==> src/rtl/cond_eval.sv <==
module cond_eval #(
  parameter int DATA_W = 32
) (
  input  logic [7:0]        sel_i,
  input  logic [DATA_W-1:0] opa_i,
  input  logic [DATA_W-1:0] opb_i,
  input  logic [DATA_W-1:0] opc_i,
  output logic [DATA_W-1:0] pass_o,
  output logic              err_o
);
  localparam int MSB = DATA_W - 1;

  localparam logic [3:0] K_COPY = 4'd0;
  localparam logic [3:0] K_ADD  = 4'd1;
  localparam logic [3:0] K_ADC  = 4'd2;
  localparam logic [3:0] K_SUB  = 4'd3;
  localparam logic [3:0] K_SBB  = 4'd4;
  localparam logic [3:0] K_LOG  = 4'd5;
  localparam logic [3:0] K_MUL  = 4'd6;
  localparam logic [3:0] K_MULL = 4'd7;

  localparam logic [3:0] CC_ALWAYS = 4'd14;
  localparam logic [3:0] CC_NEVER  = 4'd15;

  logic [3:0] cc, kind;
  assign cc   = sel_i[7:4];
  assign kind = sel_i[3:0];

  logic cin;
  assign cin = opc_i[0];

  // One shared adder serves all four arithmetic record kinds.
  logic [DATA_W-1:0] addend;
  logic              add_cin;
  always_comb begin
    addend  = opb_i;
    add_cin = 1'b0;
    case (kind)
      K_ADD: begin addend = opb_i;  add_cin = 1'b0; end
      K_ADC: begin addend = opb_i;  add_cin = cin;  end
      K_SUB: begin addend = ~opb_i; add_cin = 1'b1; end
      K_SBB: begin addend = ~opb_i; add_cin = cin;  end
      default: ;
    endcase
  end

  logic [DATA_W:0]   sum;
  logic [DATA_W-1:0] res;
  logic              ovf;
  assign sum = {1'b0, opa_i} + {1'b0, addend} + {{DATA_W{1'b0}}, add_cin};
  assign res = sum[MSB:0];
  assign ovf = (res[MSB] ^ opa_i[MSB]) & (res[MSB] ^ addend[MSB]);

  logic fn, fz, fc, fv, kind_ok;
  always_comb begin
    fn = 1'b0; fz = 1'b0; fc = 1'b0; fv = 1'b0; kind_ok = 1'b1;
    case (kind)
      K_COPY: begin
        fn = opa_i[MSB];   fz = opa_i[MSB-1];
        fc = opa_i[MSB-2]; fv = opa_i[MSB-3];
      end
      K_ADD, K_ADC, K_SUB, K_SBB: begin
        fn = res[MSB]; fz = (res == '0); fc = sum[DATA_W]; fv = ovf;
      end
      K_LOG: begin
        fn = opa_i[MSB]; fz = (opa_i == '0); fc = opb_i[0]; fv = opc_i[0];
      end
      K_MUL: begin
        fn = opa_i[MSB]; fz = (opa_i == '0); fc = opc_i[1]; fv = opc_i[0];
      end
      K_MULL: begin
        fn = opb_i[MSB]; fz = ((opa_i | opb_i) == '0);
        fc = opc_i[1];   fv = opc_i[0];
      end
      default: kind_ok = 1'b0;
    endcase
  end

  logic base;
  always_comb begin
    case (cc[3:1])
      3'd0:    base = fz;
      3'd1:    base = fc;
      3'd2:    base = fn;
      3'd3:    base = fv;
      3'd4:    base = fc & ~fz;
      3'd5:    base = ~(fn ^ fv);
      3'd6:    base = ~(fz | (fn ^ fv));
      default: base = 1'b0;
    endcase
  end

  logic hit;
  assign err_o  = (cc == CC_NEVER) | ((cc != CC_ALWAYS) & ~kind_ok);
  assign hit    = (cc == CC_ALWAYS) | (~err_o & (base ^ cc[0]));
  assign pass_o = {{(DATA_W-1){1'b0}}, hit};

  always_comb begin
    AST_UPPER_ZERO: assert (pass_o[MSB:1] == '0) else $error("upper bits set");
    AST_ERR_CLEARS: assert (!err_o || pass_o == '0) else $error("error with pass");
    if (cc == CC_ALWAYS) begin
      AST_ALWAYS_PASS: assert (pass_o[0] && !err_o) else $error("always failed");
    end
    if (cc == CC_NEVER) begin
      AST_NEVER_ERR: assert (err_o) else $error("never not flagged");
    end
    if (kind == K_SBB && cc == 4'd2) begin
      AST_SBB_HS: assert (pass_o[0] == (cin ? (opb_i <= opa_i) : (opb_i < opa_i)))
        else $error("carry after borrow");
    end
  end
endmodule

==> config.mk <==
export PLATFORM = sky130hd
export DESIGN_NAME = cond_eval
export DESIGN_NICKNAME = d
export VERILOG_FILES = /design/src/rtl/cond_eval.sv
export SDC_FILE = /design/constraint.sdc
export NUM_CORES = 1
export LEC_CHECK = 0
export BUFFER_PORTS_ARGS = -buffer_cell sky130_fd_sc_hd__buf_2
export CAP_MARGIN = 5
export CELL_PAD_IN_SITES_DETAIL_PLACEMENT = 0
export CELL_PAD_IN_SITES_GLOBAL_PLACEMENT = 1
export CORE_ASPECT_RATIO = 0.9
export CORE_MARGIN = 3
export CORE_UTILIZATION = 30
export DETAILED_ROUTE_END_ITERATION = 6
export PLACE_DENSITY = 0.86
export SLEW_MARGIN = 20
export SYNTH_ARGS = -nofsm -noshare
export SYNTH_HDL_FRONTEND = slang
export SYNTH_SLANG_ARGS = --single-unit
==> constraint.sdc <==
create_clock -name vclk -period 14.6
set_input_delay 2.92 -clock vclk [all_inputs]
set_output_delay 2.92 -clock vclk [all_outputs]
set_load 0.1 [all_outputs]
### Yosys cells after proc, flatten, opt, wreduce, memory -nomap -nowiden

Index checks and enable logic that the tools add are counted.

* register bits: 0
* input bits: 104
* word-level logic and storage cells: 57

* add/subtract/negate cells: 2
* equal/unequal tests: 16
* multiplexer cells: 8
* bitwise gates (word level): 18
* reduce and logical (&&, ||, !) cells: 13

Operators with widths (number)
* 32-bit logical NOT: 3
* 32-bit by 32-bit adder with 33-bit output: 1
* 33-bit by 1-bit adder with 33-bit output: 1
* 32-bit 2-to-1 mux: 1
* 32-bit inverter: 1
* 32-bit bitwise OR: 1
* 4-bit by 3-bit == test with 1-bit output (second input constant): 4
* 3-bit == test (second input constant): 3
* 4-bit by 2-bit == test with 1-bit output (second input constant): 2
* 4-bit == test (second input constant): 2
* 1-bit case mux with 4 select lines: 2
* 2-bit OR reduction: 4
* 8-bit OR reduction: 1
* 1-bit case mux with 7 select lines: 1
* 3-bit by 2-bit == test with 1-bit output (second input constant): 2
* 1-bit case mux with 3 select lines: 2
* 3-bit OR reduction: 2
* 1-bit inverter: 5
* 1-bit bitwise AND: 4
* 4-bit by 1-bit == test with 1-bit output (second input constant): 1
* 4-bit logical NOT: 1
* 4-bit inequality test (second input constant): 1
* 4-bit OR reduction: 1
* 1-bit bitwise XOR: 4
* other kinds (5): 7

### Logic depth before layout (Yosys ltp)

Gate-level depths: netlist of the first run.

* depth in word-level cells: 15
* mapped depth: 20
* depth with buffers taken out: 17

### Worst setup path after synthesis of the first run

OpenSTA, ideal clock, no wires.

* path type: input -> output
* from: in sel_i[1]
* to: out pass_o[0]
* arrival time: 7.285 ns
* setup slack: 4.395 ns
* stages: 19
* buffers on the path: 3
* cells stage by stage: clkbuf_1 -> nand3_1 -> a21oi_2 -> buf_1 -> xnor2_1 -> fa_1 -> fa_1 -> nand2b_1 -> a21o_1 -> a211oi_1 -> o21ai_0 -> mux2i_1 -> nor4_1 -> nand4_1 -> nor4b_2 -> a211oi_1 -> nor3_2 -> mux2i_1 -> buf_4

* word-level cells in the longest chain between the ends: 15
* elaborated cells between the ends (all ways): 43
* those cells by class: add/sub: 2; eq/ne: 7; mux: 8; bitwise: 16; reduce/logical: 10

RTL lines
* from (decl): line 4 `input logic [7:0] sel_i,`
* 4-bit by 3-bit == test with 1-bit output or 4-bit by 2-bit == test with 1-bit output (tied branches): line 38, 57
* 2-bit OR reduction (no source line)
* 32-bit 2-to-1 mux
* 32-bit by 32-bit adder with 33-bit output: line 50 `assign sum = {1'b0, opa_i} + {1'b0, addend} + {{DATA_W{1'b0}}, add_cin};`
* 33-bit by 1-bit adder with 33-bit output: line 50
* 1-bit bitwise XOR: line 52 `assign ovf = (res[MSB] ^ opa_i[MSB]) & (res[MSB] ^ addend[MSB]);`
* 1-bit bitwise AND: line 52
* 1-bit case mux with 3 select lines: line 57 `case (kind)`
* 1-bit bitwise XOR: line 87, 88
* 1-bit bitwise OR: line 88 `3'd6: base = ~(fz | (fn ^ fv));`
* 1-bit inverter: line 88
* 1-bit case mux with 7 select lines: line 81 `case (cc[3:1])`
* 1-bit bitwise XOR: line 95 `assign hit = (cc == CC_ALWAYS) | (~err_o & (base ^ cc[0]));`
* 1-bit bitwise AND *: line 95
* 1-bit bitwise OR *: line 95
* to (decl): line 8 `output logic [DATA_W-1:0] pass_o,`

Mark *: on every way between the ends. The rest lies on a longest branch, timed or not.

### Final worst setup path of the first run

Same ends and word-level chain as after synthesis.

==> results of run 1 <==
-- area by class of cell --
class | count | area, µm² | area share (%)
timing repair buffer | 77 | 388 | 10.7
multi-input combinational | 454 | 3010 | 83.5
tap | 129 | 161 | 4.47
inverter | 12 | 45.0 | 1.25
-- Yosys cell counts, types with 3 or more instances --
master,count
a211oi_1,6
a21o_1,5
a21oi_1,32
a21oi_2,6
a31oi_1,7
and3_1,3
buf_1,3
buf_2,8
buf_4,32
clkbuf_1,8
ha_1,31
inv_1,12
mux2i_1,5
nand2_1,56
nand2b_1,7
nand3_1,13
nand3b_1,3
nand4_1,15
nor2_1,32
nor2b_1,7
nor3_1,12
nor4_1,20
o211ai_1,12
o21a_1,5
o21ai_0,22
o21ai_1,8
o21bai_1,4
o22ai_1,5
o311a_1,3
or3_1,5
or4_1,5
xnor2_1,6
xor2_1,41
-- power breakdown --
part | total [mW] | switching (mW) | leakage [nW] | internal, mW
combinational | 0.223 | 0.152 | 1.57 | 0.0711
clock | 0 | 0 | 0 | 0
sequential | 0 | 0 | 0 | 0
-- metrics by stage --
step	power, mW	setup WS [ns]	std cells	cell area (µm²)
detailed placement	0.219	3.47	672	3610
finish	0.223	3.44	672	3610
CTS	0.220	3.46	672	3610
floorplan	0.176	4.39	518	3380
global route	0.243	2.96	672	3610
global placement	0.218	3.49	672	3610
-- metal layers --
metal  GRT usage [%]  vias to the layer above
met5               0                        -
met4           0.994                        0
met3            1.16                        8
met2            26.3                      135
met1            26.8                     1766
li1                -                     1887
-- path summary, 6_finish.rpt --
check,end,depth (start not counted),slack [ns],startpoint
setup / recovery,pass_o[0],20,3.44,sel_i[1]
hold / removal,pass_o[0],4,6.34,sel_i[4]
-- worst min-delay path, delay by kind of cell --
| kind | cells | cell delay (ns) |
|---|---|---|
| multiplexers | 1 | 0.06 |
| AND/OR/NAND/NOR | 1 | 0.05 |
| buffers and inverters | 2 | 0.39 |
-- cells by family (layout without fill, tap and decap cells) --
logic type               after synthesis  after routing  synth area share (%)
AND/OR/NAND/NOR                      193            193                  31.0
AO/OA/AOI/OAI                        143            143                  29.5
buffers and inverters                 64             89                  11.5
XOR/XNOR                              47             47                  12.6
adder cells (fa/ha/maj)               33             33                  13.1
multiplexers                           7              7                  2.22
other                                  1             31                 0.115
==> key figures, run 1 <==
Run status
  – Outcome: finished clean

Layout
  – Layout cell share with drive strength beyond 1: between 10% and 20%
  – Register Area: 0 µm²
  – Area grow syn2layout: 10.3%
  – Most frequent cells in the layout: 76 x buf_2, 56 x nand2_1, 41 x xor2_1
  – Ant diodes: 0
  – Seq cells: 0
  – Final core occ: around a third
  – Final net count: roughly 700
  – CLK BUF: 0
  – Filler cell count in the final layout: between 1000 and 1500
  – Commonest non-fill, non-tap cell in the layout: buf_2

Worst setup path
  – Crit path cell chain: buf_2 -> nor2_1 -> nand2_1 -> a21oi_4 -> buf_4 -> xnor2_1 -> fa_1 -> fa_1 -> nand2b_1 -> a21o_1 -> a211oi_1 -> o21ai_0 -> mux2i_1 -> nor4_1 -> nand4_1 -> nor4b_2 -> a211oi_1 -> nor3_2 -> mux2i_1 -> buf_2
  – Startpoint Class: input pin
  – Crit-path leading delay family: simple AND/OR/NAND/NOR gates
  – Largest stage delay, worst path: ~0.55 ns
  – CP Capture Type: primary output
  – Bufs and invs on worst path: 3
  – CP Data Arrival Time: a little over 8 ns
  – Kind of critical path: input pin to primary output
  – CP Data Required Time: around 12 ns
  – Max Fanout on Critical Path: 32
  – Critical-path top delay cell: a211oi_1

Detailed routing
  – DR vias: around 3800
  – Metal2 WL: about 4700 µm
  – Max Used Layer: met4
  – Drt wl/cell: ~17 µm
  – DRT met1 WL: approximately 5600 µm
  – Drt total wl: 11200 µm
  – Residual DRC count: 0
  – First DRT Iteration DRCs: about 300
  – TritonRoute pass-1 iters: 4
  – DR WL met3: approximately 800 µm
  – Vias per inst: around 5.6
  – Antenna viol nets, final: 0

Die
  – Core ar.: roughly 10000 µm²
  – DIE WIDTH: ~120 µm
  – Row cnt: 35
  – Ports: 137
  – Die height: roughly 110 µm
  – Initial core utilization: a little under a third
  – Die area: approximately 12000 µm²

STA
  – Setup TNS: 0 ns
  – Endpoints failing hold: 0
  – WHS: ~6.3 ns
  – Max Slew Vio Count: 0
  – Final cycle utilization of the critical path: between 70% and 80%
  – Min cycle time layout: roughly 11 ns
  – Worst-margin pin slew: ~0.67 ns
  – Number of setup violations in the final report: 0
  – RSZ-0062 raised after global routing: false
  – Fmax: between 80 and 90 MHz
  – Slew headroom: a little under three fifths

Placement
  – HPWL after DPL: roughly 9500 µm
  – Port Buffers: 76
  – Final GP Congestion: ~0.97

Synth
  – Synth area leaders: ha_1 12%, xor2_1 11%, buf_4 7.3%, nand2_1 6.4%, a21oi_1 4.9%
  – Mapped Avg Cell Area: 6.70 µm²
  – Top-area cell type share of the netlist area: between 10% and 20%
  – Post-synth cell types: between 60 and 70
  – Register area share after synthesis: 0%
  – Largest area contributor in the netlist: ha_1
  – Cell area after synthesis: 3270 µm²
  – Syn. warnings: 0
  – Post-synthesis cell count: roughly 490

Global route
  – Vias in the first global route: 3427
  – Grt ovf: 0
  – Largest net degree at the start of global routing: 33
  – First-pass GRT wire length: around 17000 µm
  – Initial antenna violation count: 0
  – Total GRT Usage: 17.1%

Pwr
  – Pwr per Cell Area: 61.8 nW/µm²
  – VDD IR-drop max: 0.0217 mV
  – Lkg Pwr: 1.57 nW

Clock network
  – Post-CTS Resized: 0
  – Hold-fix buffers, CTS: 0
  – # Post-CTS Setup Buffers: 0

Run
  – Max-cap violations: 0

Worst hold path
  – HP Class: input pin to primary output
No activity file was read; power rests on OpenSTA's default activity.
==> inputs of run 2 (changes only) <==
Clock period 14.6 ns to 11.53 ns, I/O delays scaled along.
==> run 2 against run 1 <==
  * Global-route usage rose by 0.23 points
  * Sequential share of layout area did not move
  * Worst hold slack got worse by 1.2 ns
  * Wire length rose by 1.0%
  * Critical path depth fell by 1
  * First-iteration DRC count rose by 6.5%
  * Combinational power rose by 27%
  * Power rose by 27%
  * Highest routed layer unchanged
  * Design area did not move
  * Via count rose by 2.5%
  * Sequential cell count did not move
  * Largest power group unchanged
==> key figures, run 2 (synthesis results as in run 1) <==
Worst setup path
  – CP Data Required Time: 9.22 ns (-2.46 ns)
  – Kind of critical path: input pin to primary output
  – CP Capture Type: primary output
  – CP Data Arrival Time: 7.63 ns (-0.61 ns)
  – Max Fanout on Critical Path: 17 (-47%)
  – Startpoint Class: input pin

Die
  – Die height: 105 µm (unchanged)
  – Core ar.: 10400 µm² (unchanged)
  – Row cnt: 35 (unchanged)
  – Die area: 12200 µm² (unchanged)
  – Initial core utilization: 31.4% (unchanged)
  – DIE WIDTH: 116 µm (unchanged)
  – Ports: 137 (unchanged)

Clock network
  – Post-CTS Resized: 0 (unchanged)
  – Hold-fix buffers, CTS: 0 (unchanged)
  – # Post-CTS Setup Buffers: 0 (unchanged)

STA
  – Slew headroom: 52.9% (-2.2 points)
  – Endpoints failing hold: 0 (unchanged)
  – Final WS setup: 1.59 ns (-1.84 ns)
  – WHS: 5.11 ns (-1.22 ns)
  – Max Slew Vio Count: 0 (unchanged)
  – Min cycle time layout: between 9 and 10 ns
  – Final cycle utilization of the critical path: between 80% and 90%
  – Number of setup violations in the final report: 0 (unchanged)
  – Fmax: about 100 MHz
  – Setup TNS: 0 ns (unchanged)
  – Worst-margin pin slew: 0.705 ns (+0.0387 ns)
  – RSZ-0062 raised after global routing: false

Detailed routing
  – Vias per inst: 5.79 (+2.5%)
  – Drt wl/cell: 16.8 µm (+1.0%)
  – TritonRoute pass-1 iters: 5 (+1)
  – Residual DRC count: 0 (unchanged)
  – First DRT Iteration DRCs: 326 (+6.5%)
  – DR vias: 3891 (+2.5%)
  – Antenna viol nets, final: 0 (unchanged)
  – Drt total wl: 11300 µm (+1.0%)

Global route
  – Met2 Usage GRT: 27.0% (+0.66 points)
  – Largest net degree at the start of global routing: 18 (-45%)
  – Gr busiest metal: met1
  – Met1 usage: 27.0% (+0.20 points)
  – Initial antenna violation count: 0 (unchanged)
  – Met3 GRT Util: 1.27% (+0.12 points)
  – Grt ovf: 0 (unchanged)
  – First-pass GRT wire length: 17500 µm (+1.2%)
  – Total GRT Usage: 17.3% (+0.23 points)
  – Vias in the first global route: 3467 (+1.2%)

Layout
  – Commonest non-fill, non-tap cell in the layout: buf_2
  – Final net count: 682 (unchanged)
  – CLK BUF: 0 (unchanged)
  – Layout cell share with drive strength beyond 1: 17.5% (unchanged)
  – Most frequent cells in the layout: 76 x buf_2, 56 x nand2_1, 41 x xor2_1
  – Area grow syn2layout: 10.3% (unchanged)
  – Register Area: 0 µm² (unchanged)
  – Ant diodes: 0 (unchanged)
  – Seq cells: 0 (unchanged)

Pwr
  – Lkg Pwr: 1.57 nW (unchanged)
  – VDD IR-drop max: 0.0301 mV (+39%)
  – Pwr per Cell Area: 78.6 nW/µm² (+27%)
  – Tot Pwr: 0.284 mW (+27%)

Placement
  – Pre-CTS setup slack: 1.64 ns (-1.84 ns)
  – HPWL after DPL: 9640 µm (+1.1%)
  – Port Buffers: 76 (unchanged)
  – Final GP Congestion: 0.924 (-4.5%)

Run
  – Max-cap violations: 0 (unchanged)

Worst hold path
  – HP Class: input pin to primary output

Run status
  – Outcome: finished clean
## run 2: cell counts in the layout (fill, tap and decap cells not counted)
No cell type changed its count.
## run 2: layout make-up
| class | count | area [µm²] |
|---|---|---|
| multi-input cells | 454 | 3010 |
| well taps | 129 | 161 |
| inverters | 12 | 45.0 |
| repair buffers | 77 | 388 |
| fillers | 1152 | 6810 |
## run 2: per-layer routing
metal  routed length, µm  vias up
met3                 964       12
met4                  71        0
met2                4880      185
met5                   0        -
met1                5340     1802
li1                    -     1892
## run 2: where the power goes
part / switching (mW) / total [mW] / internal (mW)
combinational: 0.194 / 0.284 / 0.0900
clock: 0 / 0 / 0
sequential: 0 / 0 / 0
total: 0.194 / 0.284 / 0.0900
## run 2: through the flow
stage	std cells	cell area (µm²)	utilization, %
floorplan	518	3380	-
global placement	672	3610	34.6
detailed placement	672	3610	34.6
CTS	672	3610	34.6
global route	672	3610	34.6
finish	672	3610	34.6
## run 2: path summary, 6_finish.rpt
path                     to      from  cells after the start  slack [ns]
setup / recovery  pass_o[0]  sel_i[1]                     19        1.59
hold / removal    pass_o[0]  sel_i[4]                      4        5.11
## run 2: critical path, cell delays in order
cell and delay, ns:
buf_2 0.16, nor2_1 0.26, nand2_1 0.15, a21oi_4 0.60
xnor2_1 0.18, fa_1 0.47, fa_1 0.41, nand2b_1 0.20
a21o_1 0.18, a211oi_1 0.51, o21ai_0 0.28, mux2i_1 0.18
nor4_1 0.31, nand4_1 0.19, nor4b_2 0.29, a211oi_1 0.09
nor3_2 0.20, mux2i_1 0.20, buf_2 0.44
